===== config.mk =====
export PLATFORM = sky130hd
export DESIGN_NAME = i2c_scl_timing
export DESIGN_NICKNAME = d
export VERILOG_FILES = /design/src/rtl/sclgen_pkg.sv /design/src/rtl/sclgen_prescaler.sv /design/src/rtl/sclgen_timing_hold.sv /design/src/rtl/sclgen_phase_fsm.sv /design/src/rtl/i2c_scl_timing.sv
export SDC_FILE = /design/constraint.sdc
export NUM_CORES = 1
export LEC_CHECK = 0
export ABC_AREA = 1
export BUFFER_PORTS_ARGS = -buffer_cell sky130_fd_sc_hd__buf_2
export CAP_MARGIN = 0
export CORE_MARGIN = 1
export CORE_UTILIZATION = 55
export CTS_BUF_LIST = sky130_fd_sc_hd__clkbuf_4 sky130_fd_sc_hd__clkbuf_8
export CTS_CLUSTER_SIZE = 16
export DETAILED_ROUTE_END_ITERATION = 8
export GPL_TIMING_DRIVEN = 0
export PLACE_DENSITY = 0.75
export SYNTH_ARGS = -nofsm -noshare
export SYNTH_HDL_FRONTEND = slang
export SYNTH_HIERARCHICAL = 1
export SYNTH_SLANG_ARGS = --single-unit

===== constraint.sdc =====
create_clock -name clk -period 2.76 [get_ports clk]
set_clock_uncertainty 0.1 [all_clocks]
set_input_delay 0.414 -clock clk [delete_from_list [all_inputs] [get_ports clk]]
set_output_delay 0.414 -clock clk [all_outputs]
set_load 0.02 [all_outputs]

===== src/rtl/sclgen_pkg.sv =====
// Shared encodings for the SCL timing generator.
// Assumes: command codes are fixed by the sequencer interface.
package sclgen_pkg;

    // Command codes presented on cmd_kind
    localparam logic [1:0] CMD_BIT   = 2'b00;
    localparam logic [1:0] CMD_START = 2'b01;
    localparam logic [1:0] CMD_STOP  = 2'b10;

    // Phase of the running command
    typedef enum logic [2:0] {
        ST_IDLE,
        ST_LOW,
        ST_HIGH,
        ST_SETUP,
        ST_HOLD
    } phase_e;

    // Kind of command once it has been accepted from the owned state
    typedef enum logic [1:0] {
        OP_BIT,
        OP_RSTART,
        OP_STOP
    } op_e;

endpackage


===== src/rtl/sclgen_prescaler.sv =====
// Tick generator: fires one cycle in every 2^sel while run is high.
// Assumes: sel is stable while run is high; the count restarts from zero
// every time run rises, so tick phase is aligned to command acceptance.
module sclgen_prescaler #(
    parameter int PRE_W = 3
) (
    input  logic             clk,
    input  logic             live_n,
    input  logic             run,
    input  logic [PRE_W-1:0] sel,
    output logic             tick
);
    localparam int CNT_W = (1 << PRE_W) - 1;

    logic [CNT_W-1:0] cnt_q;
    logic [CNT_W-1:0] limit;

    // Terminal count for the selected power-of-two divide
    always_comb begin
        limit = CNT_W'((1 << sel) - 1);
    end

    assign tick = run && (cnt_q == limit);

    // Count clocks between ticks, held at zero when not running
    always_ff @(posedge clk) begin
        if (!live_n || !run) begin
            cnt_q <= '0;
        end else if (tick) begin
            cnt_q <= '0;
        end else begin
            cnt_q <= cnt_q + 1'b1;
        end
    end

    // two ticks are never back to back unless the divide is one
    p_tick_spacing_r2: assert property (@(posedge clk) disable iff (!live_n)
        (tick && sel != '0) |=> !tick);

endmodule


===== src/rtl/sclgen_timing_hold.sv =====
// Timing field capture: stores prescale and phase lengths on load and
// derives the clamped data-valid index and the mid-high strobe index.
// Assumes: load is a single-cycle pulse from the phase controller.
module sclgen_timing_hold #(
    parameter int PRE_W = 3,
    parameter int FLD_W = 6
) (
    input  logic             clk,
    input  logic             live_n,
    input  logic             load,
    input  logic [PRE_W-1:0] pre_i,
    input  logic [FLD_W-1:0] low_i,
    input  logic [FLD_W-1:0] high_i,
    input  logic [FLD_W-1:0] guard_i,
    input  logic [FLD_W-1:0] dvalid_i,
    output logic [PRE_W-1:0] pre_q,
    output logic [FLD_W-1:0] low_q,
    output logic [FLD_W-1:0] high_q,
    output logic [FLD_W-1:0] guard_q,
    output logic [FLD_W-1:0] dv_idx,
    output logic [FLD_W-1:0] mid_idx
);
    logic [FLD_W-1:0] dvalid_q;

    // Capture all fields together when a START is taken
    always_ff @(posedge clk) begin
        if (!live_n) begin
            pre_q    <= '0;
            low_q    <= '0;
            high_q   <= '0;
            guard_q  <= '0;
            dvalid_q <= '0;
        end else if (load) begin
            pre_q    <= pre_i;
            low_q    <= low_i;
            high_q   <= high_i;
            guard_q  <= guard_i;
            dvalid_q <= dvalid_i;
        end
    end

    // Data change point may not pass the end of the low phase
    always_comb begin
        dv_idx  = (dvalid_q > low_q) ? low_q : dvalid_q;
        mid_idx = high_q >> 1;
    end

endmodule


===== src/rtl/sclgen_phase_fsm.sv =====
// Phase controller: walks START, repeated START, data bit and STOP through
// low, high, setup and hold phases, one count per tick.
// Assumes: a START on a free bus finds SCL high; the bus is owned exactly
// when SCL is held low while idle.
module sclgen_phase_fsm
    import sclgen_pkg::*;
#(
    parameter int FLD_W = 6
) (
    input  logic             clk,
    input  logic             live_n,
    input  logic             tick,
    input  logic             cmd_valid,
    input  logic [1:0]       cmd_kind,
    input  logic             cmd_bit,
    input  logic             scl_in,
    input  logic [FLD_W-1:0] low_len,
    input  logic [FLD_W-1:0] high_len,
    input  logic [FLD_W-1:0] guard_len,
    input  logic [FLD_W-1:0] dv_idx,
    input  logic [FLD_W-1:0] mid_idx,
    output logic             start_load,
    output logic             busy,
    output logic             done,
    output logic             sample_stb,
    output logic             scl_low,
    output logic             sda_low
);
    phase_e           state_q;
    op_e              op_q;
    logic [FLD_W-1:0] cnt_q;
    logic             txb_q;
    logic             scl_low_q;
    logic             sda_low_q;
    logic             done_q;
    logic             stb_q;

    assign busy       = (state_q != ST_IDLE);
    assign done       = done_q;
    assign sample_stb = stb_q;
    assign scl_low    = scl_low_q;
    assign sda_low    = sda_low_q;

    // START accepted from idle: capture timing fields this edge
    assign start_load = (state_q == ST_IDLE) && cmd_valid && (cmd_kind == CMD_START);

    // Phase sequencing and line drive
    always_ff @(posedge clk) begin
        if (!live_n) begin
            state_q   <= ST_IDLE;
            op_q      <= OP_BIT;
            cnt_q     <= '0;
            txb_q     <= 1'b1;
            scl_low_q <= 1'b0;
            sda_low_q <= 1'b0;
            done_q    <= 1'b0;
            stb_q     <= 1'b0;
        end else begin
            done_q <= 1'b0;
            stb_q  <= 1'b0;
            case (state_q)
                ST_IDLE: begin
                    if (cmd_valid) begin
                        cnt_q <= '0;
                        txb_q <= cmd_bit;
                        case (cmd_kind)
                            CMD_START: begin
                                if (scl_low_q) begin
                                    op_q    <= OP_RSTART;
                                    state_q <= ST_LOW;
                                end else begin
                                    sda_low_q <= 1'b1;
                                    state_q   <= ST_HOLD;
                                end
                            end
                            CMD_BIT: begin
                                if (scl_low_q) begin
                                    op_q    <= OP_BIT;
                                    state_q <= ST_LOW;
                                end
                            end
                            CMD_STOP: begin
                                if (scl_low_q) begin
                                    op_q    <= OP_STOP;
                                    state_q <= ST_LOW;
                                end
                            end
                            default: ;
                        endcase
                    end
                end
                ST_LOW: begin
                    if (tick) begin
                        if (cnt_q == dv_idx) begin
                            sda_low_q <= (op_q == OP_BIT) ? ~txb_q : (op_q == OP_STOP);
                        end
                        if (cnt_q == low_len) begin
                            scl_low_q <= 1'b0;
                            cnt_q     <= '0;
                            state_q   <= (op_q == OP_BIT) ? ST_HIGH : ST_SETUP;
                        end else begin
                            cnt_q <= cnt_q + 1'b1;
                        end
                    end
                end
                ST_HIGH: begin
                    if (tick && scl_in) begin
                        if (cnt_q == mid_idx) begin
                            stb_q <= 1'b1;
                        end
                        if (cnt_q == high_len) begin
                            scl_low_q <= 1'b1;
                            done_q    <= 1'b1;
                            state_q   <= ST_IDLE;
                        end else begin
                            cnt_q <= cnt_q + 1'b1;
                        end
                    end
                end
                ST_SETUP: begin
                    if (tick && scl_in) begin
                        if (cnt_q == guard_len) begin
                            cnt_q <= '0;
                            if (op_q == OP_STOP) begin
                                sda_low_q <= 1'b0;
                                done_q    <= 1'b1;
                                state_q   <= ST_IDLE;
                            end else begin
                                sda_low_q <= 1'b1;
                                state_q   <= ST_HOLD;
                            end
                        end else begin
                            cnt_q <= cnt_q + 1'b1;
                        end
                    end
                end
                ST_HOLD: begin
                    if (tick) begin
                        if (cnt_q == guard_len) begin
                            scl_low_q <= 1'b1;
                            done_q    <= 1'b1;
                            state_q   <= ST_IDLE;
                        end else begin
                            cnt_q <= cnt_q + 1'b1;
                        end
                    end
                end
                default: state_q <= ST_IDLE;
            endcase
        end
    end

    // data does not move while SCL is released in a data bit
    p_sda_steady_high_r3: assert property (@(posedge clk) disable iff (!live_n)
        (state_q == ST_HIGH && $past(state_q == ST_HIGH)) |-> $stable(sda_low_q));

    // the capture strobe only follows a cycle with SCL released
    p_strobe_in_high_r4: assert property (@(posedge clk) disable iff (!live_n)
        stb_q |-> $past(!scl_low_q));

    // a tick seen while SCL is held low does not advance the count
    p_stretch_freeze_r5: assert property (@(posedge clk) disable iff (!live_n)
        (state_q == ST_HIGH && tick && !scl_in) |=> (state_q == ST_HIGH && $stable(cnt_q)));

endmodule


===== src/rtl/i2c_scl_timing.sv =====
// I2C master SCL and SDA edge timing generator, top level.
// Assumes: the sequencer presents one command at a time and waits for done;
// the pads implement open drain so a released line reads back high unless
// a slave holds it.
module i2c_scl_timing #(
    parameter int PRE_W = 3,
    parameter int FLD_W = 6
) (
    input  logic             clk,
    input  logic             rst_n,
    input  logic             enable,
    input  logic [PRE_W-1:0] cfg_prescale,
    input  logic [FLD_W-1:0] cfg_low,
    input  logic [FLD_W-1:0] cfg_high,
    input  logic [FLD_W-1:0] cfg_sethold,
    input  logic [FLD_W-1:0] cfg_dvalid,
    input  logic             cmd_valid,
    input  logic [1:0]       cmd_kind,
    input  logic             cmd_bit,
    input  logic             scl_in,
    output logic             busy,
    output logic             done,
    output logic             sample_stb,
    output logic             scl_pull_low,
    output logic             sda_pull_low
);
    logic             live_n;
    logic             tick;
    logic             start_load;
    logic [PRE_W-1:0] pre_q;
    logic [FLD_W-1:0] low_q;
    logic [FLD_W-1:0] high_q;
    logic [FLD_W-1:0] guard_q;
    logic [FLD_W-1:0] dv_idx;
    logic [FLD_W-1:0] mid_idx;

    // Disable acts as a synchronous clear on every register
    assign live_n = rst_n & enable;

    sclgen_timing_hold #(.PRE_W(PRE_W), .FLD_W(FLD_W)) u_hold (
        .clk      (clk),
        .live_n   (live_n),
        .load     (start_load),
        .pre_i    (cfg_prescale),
        .low_i    (cfg_low),
        .high_i   (cfg_high),
        .guard_i  (cfg_sethold),
        .dvalid_i (cfg_dvalid),
        .pre_q    (pre_q),
        .low_q    (low_q),
        .high_q   (high_q),
        .guard_q  (guard_q),
        .dv_idx   (dv_idx),
        .mid_idx  (mid_idx)
    );

    sclgen_prescaler #(.PRE_W(PRE_W)) u_pre (
        .clk    (clk),
        .live_n (live_n),
        .run    (busy),
        .sel    (pre_q),
        .tick   (tick)
    );

    sclgen_phase_fsm #(.FLD_W(FLD_W)) u_fsm (
        .clk        (clk),
        .live_n     (live_n),
        .tick       (tick),
        .cmd_valid  (cmd_valid),
        .cmd_kind   (cmd_kind),
        .cmd_bit    (cmd_bit),
        .scl_in     (scl_in),
        .low_len    (low_q),
        .high_len   (high_q),
        .guard_len  (guard_q),
        .dv_idx     (dv_idx),
        .mid_idx    (mid_idx),
        .start_load (start_load),
        .busy       (busy),
        .done       (done),
        .sample_stb (sample_stb),
        .scl_low    (scl_pull_low),
        .sda_low    (sda_pull_low)
    );

    // completion is a single-cycle pulse
    p_done_single_r1: assert property (@(posedge clk) disable iff (!live_n)
        done |=> !done);

    // captured timing does not move while a command runs
    p_cfg_frozen_r9: assert property (@(posedge clk) disable iff (!live_n)
        busy |=> ($stable(pre_q) && $stable(low_q) && $stable(high_q) && $stable(guard_q)));

    // a disabled block leaves both lines released and is idle
    p_release_when_off_r11: assert property (@(posedge clk) disable iff (!rst_n)
        !enable |=> (!scl_pull_low && !sda_pull_low && !busy));

endmodule


==> results of run 1 <==
through the flow:
stage                     worst slack (ns)  power (mW)  instance area [um^2]  utilization [%]
after floorplan                     0.2395       1.203                  3337                -
after CTS                         0.006708       1.833                  3769            64.03
after global placement             -0.2033       1.330                  3626            61.61
final                               0.2164       1.838                  3844            65.31
after detailed placement           -0.2378       1.337                  3626            61.61
after global routing              -0.02036       1.955                  3844            65.31
repair_timing:
| item | CTS | global route |
|---|---|---|
| pin swaps | 2 | 8 |
| resized for setup | 13 | 13 |
| setup endpoints to repair | 7 | 10 |
| setup buffers | 0 | 5 |
| hold buffers | 0 | 0 |
state kept, by name, indices dropped and copies added, names as in the netlist:
name	flops
u_fsm/op_q	2
u_pre/cnt_q	7
u_hold/low_q	6
u_hold/high_q	6
u_hold/dvalid_q	6
u_fsm/sample_stb	1
u_fsm/sda_low	1
u_hold/pre_q	3
u_fsm/txb_q	1
u_hold/guard_q	6
u_fsm/state_q	3
u_fsm/scl_low	1
u_fsm/cnt_q	6
u_fsm/done	1
cell usage after synthesis (all sizes together):
library cell,n
a211oi,1
a21oi,26
a221oi,1
a31oi,1
buf,16
clkbuf,4
conb,1
dfxtp,50
ha,9
inv,65
nand2,142
nand3,48
nand4,2
nor2,93
nor3,3
nor4,1
o21ai,37
o22ai,1
or2,3
xnor2,5
xor2,20
power by group through the flow:
stage	clock, mW	sequential (mW)	combinational (mW)
floorplan	0	0.788	0.415
global placement	0	0.791	0.538
detailed placement	0	0.792	0.545
CTS	0.480	0.775	0.578
global route	0.506	0.778	0.671
finish	0.465	0.773	0.600
cell type report:
class                      count  area (um^2)
clock inverter                 2        16.27
tap                           75        93.84
buffer                        20        131.4
multi-input combinational    394         2029
clock buffer                   6        82.58
fill                         582         2042
inverter                      65        246.5
timing repair buffer          44        232.7
sequential                    50         1011
critical path, stage by stage, from the launching register on:
cell	delay (ns)
dfxtp_4	0.37
nor2_4	0.14
nand2_2	0.08
ha_4	0.24
nand2_1	0.05
o21ai_0	0.09
nor3_2	0.16
nand2_1	0.09
nor2_2	0.09
nand2_2	0.07
inv_4	0.08
nand2_4	0.07
nand2_2	0.07
nand2_1	0.06
inv_2	0.06
nand2_2	0.07
nor2_4	0.13
nand2_2	0.08
nor2_4	0.15
nand2_1	0.07
nand2_1	0.06
inv_1	0.04
nor2_1	0.07
per-layer routing:
layer | vias up | GRT usage [%] | wire length, um
met5 | - | 0 | 0
li1 | 1754 | - | -
met3 | 11 | 4.686 | 406
met1 | 1514 | 34.44 | 3708
met2 | 101 | 40.77 | 3529
met4 | 0 | 6.786 | 102
worst paths after layout:
kind,end,slack [ns],cells past startpoint,start
setup / recovery,u_fsm/cnt_q[1],0.22,22,u_hold/pre_q[1]
hold / removal,u_hold/dvalid_q[1],0.23,3,cfg_dvalid[1]
setup reg to reg,u_fsm/cnt_q[1],0.22,22,u_hold/pre_q[1]
hold reg to reg,u_fsm/op_q[0],0.38,2,u_fsm/op_q[0]
cell families after synthesis:
group	after synthesis	share of synthesized area, %
and+or+nand+nor	292	38.28
DFF	50	30.00
xor gates and xnor gates	25	6.562
other	1	0.1124
adders and majority gates	9	3.375
AOI/OAI and AO/OA	67	10.42
buffers and inverters	85	11.25
==> results.sh, run 1 <==
export IMPL_status="complete, no violations"
export IMPL_clkTransAtPathRegs_ns=0.10
export IMPL_cts_tree="done"
export IMPL_combPwrFrac_pct=32.6
export IMPL_wire_per_inst_um=11.81
export IMPL_cap_violations=0
export IMPL_netlist_area_um2=3337
export IMPL_drc=0
export IMPL_drt_first_iter_violations=209
export IMPL_final_max_slew_viol_count=0
export IMPL_fin_crit_sh_pct=92.16
export IMPL_die_h_um=79.89
export IMPL_coreArea_um2=5886
export IMPL_io_buffer_count=39
export IMPL_numCtsBuffers=5
export IMPL_tightest_slew_ns=0.6221
export IMPL_grt_pass1_wl_um=12770
export IMPL_p_int_mw=1.167
export IMPL_finalSetupViolCount=0
export IMPL_final_setup_tns_ns=0
export IMPL_worst_setup_path_end_kind="flop"
export IMPL_p_seq_share_pct=42.1
export IMPL_synthCells=529
export IMPL_antenna_found_initial=0
export IMPL_cp_required_ns=2.91
export IMPL_vias=3380
export IMPL_ios=40
export IMPL_ant_nets=0
export IMPL_cp_arrival_ns=2.70
export IMPL_slew_headroom_pct=58.21
export IMPL_first_pass_iters=5
export IMPL_synth_area_leader_cell="dfxtp_1"
export IMPL_leakage_nw=1.883
export IMPL_yosysWarnings=6
export IMPL_clkPwrFrac_pct=25.3
export IMPL_grt_start_max_net_pins=17
export IMPL_syn2layout_area_growth_pct=15.19
export IMPL_hold_path_class="input port to flop"
export IMPL_cts_root_buf="clkbuf_8"
export IMPL_ys_ff_latch=50
export IMPL_grt_pass1_vias=2875
export IMPL_clock_latency_ns=0.31
export IMPL_initial_utilization_pct=56.70
export IMPL_nets=624
export IMPL_rows=28
export IMPL_start_kind="flop"
export IMPL_dp_hpwl_um=5899
export IMPL_whs_ns=0.2258
export IMPL_fmax_mhz=393.1
export IMPL_synth_distinct_cells=35
export IMPL_critPathKind="flop to flop"
export IMPL_grt_ovfl_total=0
export IMPL_die_area_um2=6382
export IMPL_wl_um=7746
export IMPL_avgSynthCellArea_um2=6.308
export IMPL_hold_viol_final=0
export IMPL_layout_commonest_cell="nand2_1"
export IMPL_critPathMaxFanout=5
export IMPL_clockBufferDepth=2
export IMPL_final_cells=656
export IMPL_synth_area_leaders="dfxtp_1 30%, nand2_1 15%, nor2_1 9.6%, nand3_1 6.6%, inv_1 6.4%"
export IMPL_switchingPower_uw=670.3
export IMPL_rsz0062_at_grt="yes"
export IMPL_min_period_ns=2.544
export IMPL_die_w_um=79.89
export IMPL_synthesis_nets=573
export IMPL_n_antenna_cell=0
export IMPL_yosysSeqAreaShare_pct=30.00
export IMPL_cts_sinks=50
export IMPL_power_density_nw_per_um2=478.1
export IMPL_dp_cells=643
export IMPL_final_cell_mix="129 x nand2_1, 84 x nor2_1, 54 x inv_1"
export IMPL_drive_gt1_share_pct=19.62
export IMPL_netlist_area_leader_share_pct=30.00
export IMPL_ir_drop_mv=0.2273
export IMPL_sw_frac_of_total_pct=36.48
export IMPL_track_usage_pct=25.32
export IMPL_htree_levels=2
export IMPL_via_per_inst=5.152
export IMPL_place_gp_congestion=0.8592
No activity file was read; power rests on OpenSTA's default activity.
==> run 2: changes to the inputs <==
--- a/config.mk
+++ b/config.mk
@@ -5,16 +5,17 @@
 export SDC_FILE = /design/constraint.sdc
 export NUM_CORES = 1
 export LEC_CHECK = 0
-export ABC_AREA = 1
 export BUFFER_PORTS_ARGS = -buffer_cell sky130_fd_sc_hd__buf_2
 export CAP_MARGIN = 0
 export CORE_MARGIN = 1
 export CORE_UTILIZATION = 55
 export CTS_BUF_LIST = sky130_fd_sc_hd__clkbuf_4 sky130_fd_sc_hd__clkbuf_8
+export CTS_CLUSTER_DIAMETER = 120
 export CTS_CLUSTER_SIZE = 16
 export DETAILED_ROUTE_END_ITERATION = 8
 export GPL_TIMING_DRIVEN = 0
 export PLACE_DENSITY = 0.75
+export SKIP_CTS_REPAIR_TIMING = 1
 export SYNTH_ARGS = -nofsm -noshare
 export SYNTH_HDL_FRONTEND = slang
 export SYNTH_HIERARCHICAL = 1
==> results.sh, run 2 <==
export IMPL_crit_path_cell_trace="buf_6 -> or3_4 -> ha_4 -> or4bb_1 -> and4_4 -> nor4_4 -> and2_4 -> buf_4 -> nand2_4 -> nor2_4 -> a21oi_2 -> a311o_1 -> buf_6 -> o21a_1 -> o21ba_2"
export IMPL_yosysWarnings=6
export IMPL_ant_nets=0
export IMPL_drive_gt1_share_pct=30.66
export IMPL_regMostFlops="u_pre/cnt_q"
export IMPL_numCtsBuffers=5
export IMPL_async_flop_share_pct=0
export IMPL_cp_top_family="simple AND/OR/NAND/NOR gates"
export IMPL_coreArea_um2=5574
export IMPL_clockBufferDepth=2
export IMPL_tightest_slew_ns=0.7002
export IMPL_syn2layout_area_growth_pct=19.62
export IMPL_die_w_um=78.30
export IMPL_clock_latency_ns=0.31
export IMPL_cts_root_buf="clkbuf_8"
export IMPL_layout_commonest_cell="dfxtp_1"
export IMPL_sw_frac_of_total_pct=27.30
export IMPL_synth_distinct_cells=61
export IMPL_leakage_nw=1.478
export IMPL_multi_input_area_um2=2117
export IMPL_hold_path_class="input port to flop"
export IMPL_final_max_slew_viol_count=0
export IMPL_die_area_um2=6131
export IMPL_max_stage_delay_ns=0.53
export IMPL_cp_required_ns=2.87
export IMPL_critPathMaxFanout=6
export IMPL_wl_um=7211
export IMPL_cts_sinks=50
export IMPL_synth_main_ff_cell="dfxtp_1"
export IMPL_grt_start_max_net_pins=18
export IMPL_final_setup_tns_ns=-12.41
export IMPL_fmax_mhz=258.7
export IMPL_violations="setup timing"
export IMPL_ys_ff_latch=50
export IMPL_slowest_stage="or4bb_1"
export IMPL_status="complete, but fails checks"
export IMPL_combPwrFrac_pct=16.7
export IMPL_grt_ovfl_total=0
export IMPL_dp_hpwl_um=5064
export IMPL_worst_setup_path_end_kind="flop"
export IMPL_grt_pass1_wl_um=11480
export IMPL_ios=40
export IMPL_first_pass_iters=4
export IMPL_yosys_top_cells_count="50 x dfxtp_1, 31 x mux2i_1, 30 x nor2b_1, 23 x xnor2_1, 21 x nor2_1"
export IMPL_synth_area_leaders="dfxtp_1 31%, mux2i_1 9.7%, xnor2_1 6.3%, nor2b_1 5.9%, xor2_1 4.7%"
export IMPL_nets=454
export IMPL_layout_setup_ws_ns=-1.105
export IMPL_n_antenna_cell=0
export IMPL_power_total_mw=1.409
export IMPL_rows=27
export IMPL_wire_per_inst_um=14.93
export IMPL_initial_utilization_pct=57.44
export IMPL_grt_pass1_vias=2476
export IMPL_start_kind="flop"
export IMPL_hold_viol_final=0
export IMPL_fin_crit_sh_pct=140.0
export IMPL_place_gp_congestion=0.8977
export IMPL_clkTransAtPathRegs_ns=0.09
export IMPL_n_fill_cell=439
export IMPL_switchingPower_uw=384.6
export IMPL_power_density_nw_per_um2=367.8
export IMPL_cp_buffers_inverters=3
export IMPL_drt_first_iter_violations=165
export IMPL_via_per_inst=5.660
export IMPL_cts_tree="done"
export IMPL_worstSetupPathDepth=15
export IMPL_netlist_area_um2=3202
export IMPL_die_h_um=78.30
export IMPL_p_int_mw=1.024
export IMPL_cp_arrival_ns=3.97
export IMPL_p_seq_share_pct=52.5
export IMPL_htree_levels=2
export IMPL_final_cell_mix="48 x dfxtp_1, 42 x buf_2, 30 x mux2i_1"
export IMPL_yosysSeqAreaShare_pct=31.26
export IMPL_clkPwrFrac_pct=30.8
export IMPL_largest_reg_flops=7
export IMPL_avgSynthCellArea_um2=9.148
export IMPL_ir_drop_mv=0.3165
export IMPL_reg2reg_depth=15
export IMPL_final_cells=483
export IMPL_netlist_area_leader_share_pct=31.26
export IMPL_track_usage_pct=23.55
export IMPL_synth_area_leader_cell="dfxtp_1"
export IMPL_rsz0062_at_grt="yes"
export IMPL_regArea_um2=1003
export IMPL_synth_edf_count=0
export IMPL_post_synth_top_count_cell="dfxtp_1"
export IMPL_synthesis_nets=394
export IMPL_cap_violations=0
export IMPL_io_buffer_count=39
export IMPL_critPathKind="flop to flop"
export IMPL_drc=0
export IMPL_synthCells=350
export IMPL_slew_headroom_pct=53.32
export IMPL_min_period_ns=3.865
export IMPL_antenna_found_initial=0
export IMPL_finalSetupViolCount=13
export IMPL_crit_top_cell="buf_6"
export IMPL_min_path_cells=3
export IMPL_dp_cells=461
export IMPL_vias=2734
-- run 2: layout make-up --
class / count / area share [%]
clock buffer: 5 / 1.797
sequential: 50 / 26.20
tap: 72 / 2.352
inverter: 14 / 1.372
timing repair buffer: 54 / 8.037
multi-input combinational: 263 / 55.28
buffer: 22 / 4.410
clock inverter: 3 / 0.5554
-- run 2: cells by family after synthesis --
kind of cell,count (synthesis),share of synthesized area [%]
buf+inv,37,7.151
mux,37,11.80
flops,50,31.26
other cells,1,0.1171
xor+xnor,40,10.94
simple gates,121,21.73
compound gates,55,13.48
fa+ha+maj,9,3.517
-- run 2: path summary, 6_finish.rpt --
| kind | from | to | slack (ns) |
|---|---|---|---|
| worst max-delay path | u_hold/pre_q[2] | u_fsm/cnt_q[4] | -1.10 |
| worst min-delay path | cmd_bit | u_fsm/txb_q | 0.25 |
| worst max register to register | u_hold/pre_q[2] | u_fsm/cnt_q[4] | -1.10 |
| worst min register to register | u_fsm/txb_q | u_fsm/txb_q | 0.38 |
-- run 2: metal layers --
layer  GRT usage, %  up-vias  wire length, um
li1               -     1346                -
met1          30.95     1296             3363
met2          39.12       82             3418
met3          4.186       10              334
met4          7.222        0               95
met5              0        -                0
-- run 2: worst register-to-register path: stages, from the launching register on --
cell and delay [ns]:
dfxtp_2 0.34, buf_6 0.12, or3_4 0.40, ha_4 0.19, or4bb_1 0.53, and4_4 0.21, nor4_4 0.40, and2_4 0.26
buf_4 0.13, nand2_4 0.06, nor2_4 0.10, a21oi_2 0.05, a311o_1 0.34, buf_6 0.14, o21a_1 0.20, o21ba_2 0.20
-- run 2: power groups by stage --
stage / Clock, mW / Sequential (mW) / Combinational, mW
detailed placement: 0 / 0.755 / 0.200
floorplan: 0 / 0.754 / 0.145
finish: 0.434 / 0.739 / 0.236
global route: 0.483 / 0.741 / 0.255
global placement: 0 / 0.755 / 0.197
CTS: 0.449 / 0.739 / 0.201
-- run 2: metrics by stage --
stage / instance area, um^2 / utilization (%) / hold slack, ns / worst slack, ns
global placement: 3518 / 63.12 / 0.3545 / -1.054
detailed placement: 3518 / 63.12 / 0.3692 / -1.086
floorplan: 3233 / - / 0.3395 / -0.8341
global route: 3830 / 68.71 / 0.2567 / -1.204
CTS: 3608 / 64.74 / 0.2400 / -1.119
finish: 3830 / 68.71 / 0.2464 / -1.105
==> run 3: changes to the inputs <==
--- a/config.mk
+++ b/config.mk
@@ -13,8 +13,9 @@
 export CTS_CLUSTER_DIAMETER = 120
 export CTS_CLUSTER_SIZE = 16
 export DETAILED_ROUTE_END_ITERATION = 8
+export GPL_ROUTABILITY_DRIVEN = 0
 export GPL_TIMING_DRIVEN = 0
-export PLACE_DENSITY = 0.75
+export PLACE_DENSITY = 0.76
 export SKIP_CTS_REPAIR_TIMING = 1
 export SYNTH_ARGS = -nofsm -noshare
 export SYNTH_HDL_FRONTEND = slang
==> results.sh, run 3 (synthesized netlist as in run 2, its figures left out) <==
export IMPL_status="complete, but fails checks"
export IMPL_violations="setup timing"
export IMPL_clockBufferDepth=2
export IMPL_grt_pass1_vias=2466
export IMPL_grt_start_max_net_pins=18
export IMPL_finalSetupViolCount=13
export IMPL_wl_um=6948
export IMPL_fmax_mhz=266.2
export IMPL_rows=27
export IMPL_io_buffer_count=39
export IMPL_rsz0062_at_grt="yes"
export IMPL_reg2reg_depth=14
export IMPL_wl_met2_um=3299
export IMPL_drc=0
export IMPL_power_total_mw=1.411
export IMPL_coreArea_um2=5574
export IMPL_wl_met1_um=3179
export IMPL_final_setup_tns_ns=-10.52
export IMPL_wire_per_inst_um=14.57
export IMPL_final_util_pct=66.98
export IMPL_final_cells=477
export IMPL_final_max_slew_viol_count=0
export IMPL_numCtsBuffers=5
export IMPL_clkTransAtPathRegs_ns=0.09
export IMPL_n_antenna_cell=0
export IMPL_cts_root_buf="clkbuf_8"
export IMPL_ant_nets=0
export IMPL_wl_met3_um=358
export IMPL_n_fill_cell=484
export IMPL_drive_gt1_share_pct=27.65
export IMPL_final_cell_mix="48 x dfxtp_1, 43 x buf_2, 31 x mux2i_1"
export IMPL_whs_ns=0.2517
export IMPL_start_kind="flop"
export IMPL_syn2layout_area_growth_pct=16.61
export IMPL_power_density_nw_per_um2=377.8
export IMPL_clock_latency_ns=0.30
export IMPL_cap_violations=0
export IMPL_reg2reg_to="u_fsm/cnt_q[5]"
export IMPL_ios=40
export IMPL_worstHoldStart="cmd_bit"
export IMPL_dp_slack_ns=-1.089
export IMPL_nets=448
export IMPL_drt_first_iter_violations=243
export IMPL_hold_path_class="input port to flop"
export IMPL_fin_crit_sh_pct=136.1
export IMPL_dp_hpwl_um=4980
export IMPL_largest_reg_flops=7
export IMPL_crit_path_cell_trace="buf_6 -> or3_4 -> ha_4 -> or4bb_1 -> and4_4 -> nor4_4 -> and2_4 -> mux2i_1 -> o21ai_2 -> a21oi_2 -> a311o_1 -> buf_6 -> or3_4 -> a21oi_2"
export IMPL_cts_sinks=50
export IMPL_vias=2680
export IMPL_via_per_inst=5.618
export IMPL_layout_setup_ws_ns=-0.9971
export IMPL_dp_cells=461
export IMPL_layout_commonest_cell="dfxtp_1"
export IMPL_die_w_um=78.30
export IMPL_cp_required_ns=2.90
export IMPL_stdcell_area_um2=3734
export IMPL_grt_pass1_wl_um=11390
export IMPL_cp_arrival_ns=3.90
export IMPL_grt_ovfl_total=0
export IMPL_worst_setup_path_end_kind="flop"
export IMPL_min_to="u_fsm/txb_q"
export IMPL_top_layer="met4"
export IMPL_hold_viol_final=0
export IMPL_slew_headroom_pct=53.45
export IMPL_critPathKind="flop to flop"
export IMPL_regMostFlops="u_pre/cnt_q"
export IMPL_place_area_um2=3518
export IMPL_max_stage_delay_ns=0.53
export IMPL_track_usage_pct=23.13
export IMPL_cts_tree="done"
export IMPL_critPathMaxFanout=7
export IMPL_first_pass_iters=4
export IMPL_tightest_slew_ns=0.6983
export IMPL_r2r_slack_ns=-1.0
export IMPL_slowest_stage="or4bb_1"
export IMPL_die_area_um2=6131
export IMPL_reg2reg_from="u_hold/pre_q[2]"
export IMPL_initial_utilization_pct=57.44
export IMPL_leakage_nw=1.440
export IMPL_htree_levels=2
export IMPL_die_h_um=78.30
export IMPL_min_period_ns=3.757
export IMPL_antenna_found_initial=0
export IMPL_ir_drop_mv=0.3068
export IMPL_min_path_cells=3
-- run 3: cell type report --
class | instances | area (um^2) | area share, %
Clock inverter | 1 | 5.005 | 0.1340
Sequential cell | 50 | 1003 | 26.88
Buffer | 22 | 168.9 | 4.524
Timing Repair Buffer | 48 | 260.3 | 6.971
Tap cell | 72 | 90.09 | 2.413
Inverter | 14 | 52.55 | 1.408
Clock buffer | 7 | 90.09 | 2.413
Multi-Input combinational cell | 263 | 2063 | 55.26
-- run 3: routing by layer --
| metal | GRT usage [%] | vias up |
|---|---|---|
| met2 | 39.04 | 77 |
| met3 | 3.140 | 13 |
| met1 | 31.07 | 1253 |
| li1 | - | 1337 |
| met4 | 5.556 | 0 |
| met5 | 0 | - |
-- run 3: worst max-delay path: cells and delay by family, from the launching register on --
family / cells / cell delay [ns]
DFF: 1 / 0.34
and+or+nand+nor: 6 / 2.09
buffers and inverters: 2 / 0.26
AOI/OAI and AO/OA: 4 / 0.64
muxes: 1 / 0.09
adders and majority gates: 1 / 0.19
-- run 3: worst max-delay path by stage --
stage                          end       startpoint
floorplan           u_fsm/cnt_q[5]  u_hold/pre_q[1]
global placement    u_fsm/cnt_q[5]  u_hold/pre_q[1]
detailed placement  u_fsm/cnt_q[5]  u_hold/pre_q[1]
CTS                 u_fsm/cnt_q[5]  u_hold/pre_q[1]
global route        u_fsm/cnt_q[5]  u_hold/pre_q[2]
finish              u_fsm/cnt_q[5]  u_hold/pre_q[2]
-- run 3: report_power, final --
group / internal [mW] / total (mW) / switching, mW / leakage (nW)
Clock: 0.213 / 0.450 / 0.238 / 0.0517
Combinational: 0.108 / 0.222 / 0.114 / 0.983
Sequential: 0.730 / 0.739 / 0.00896 / 0.405
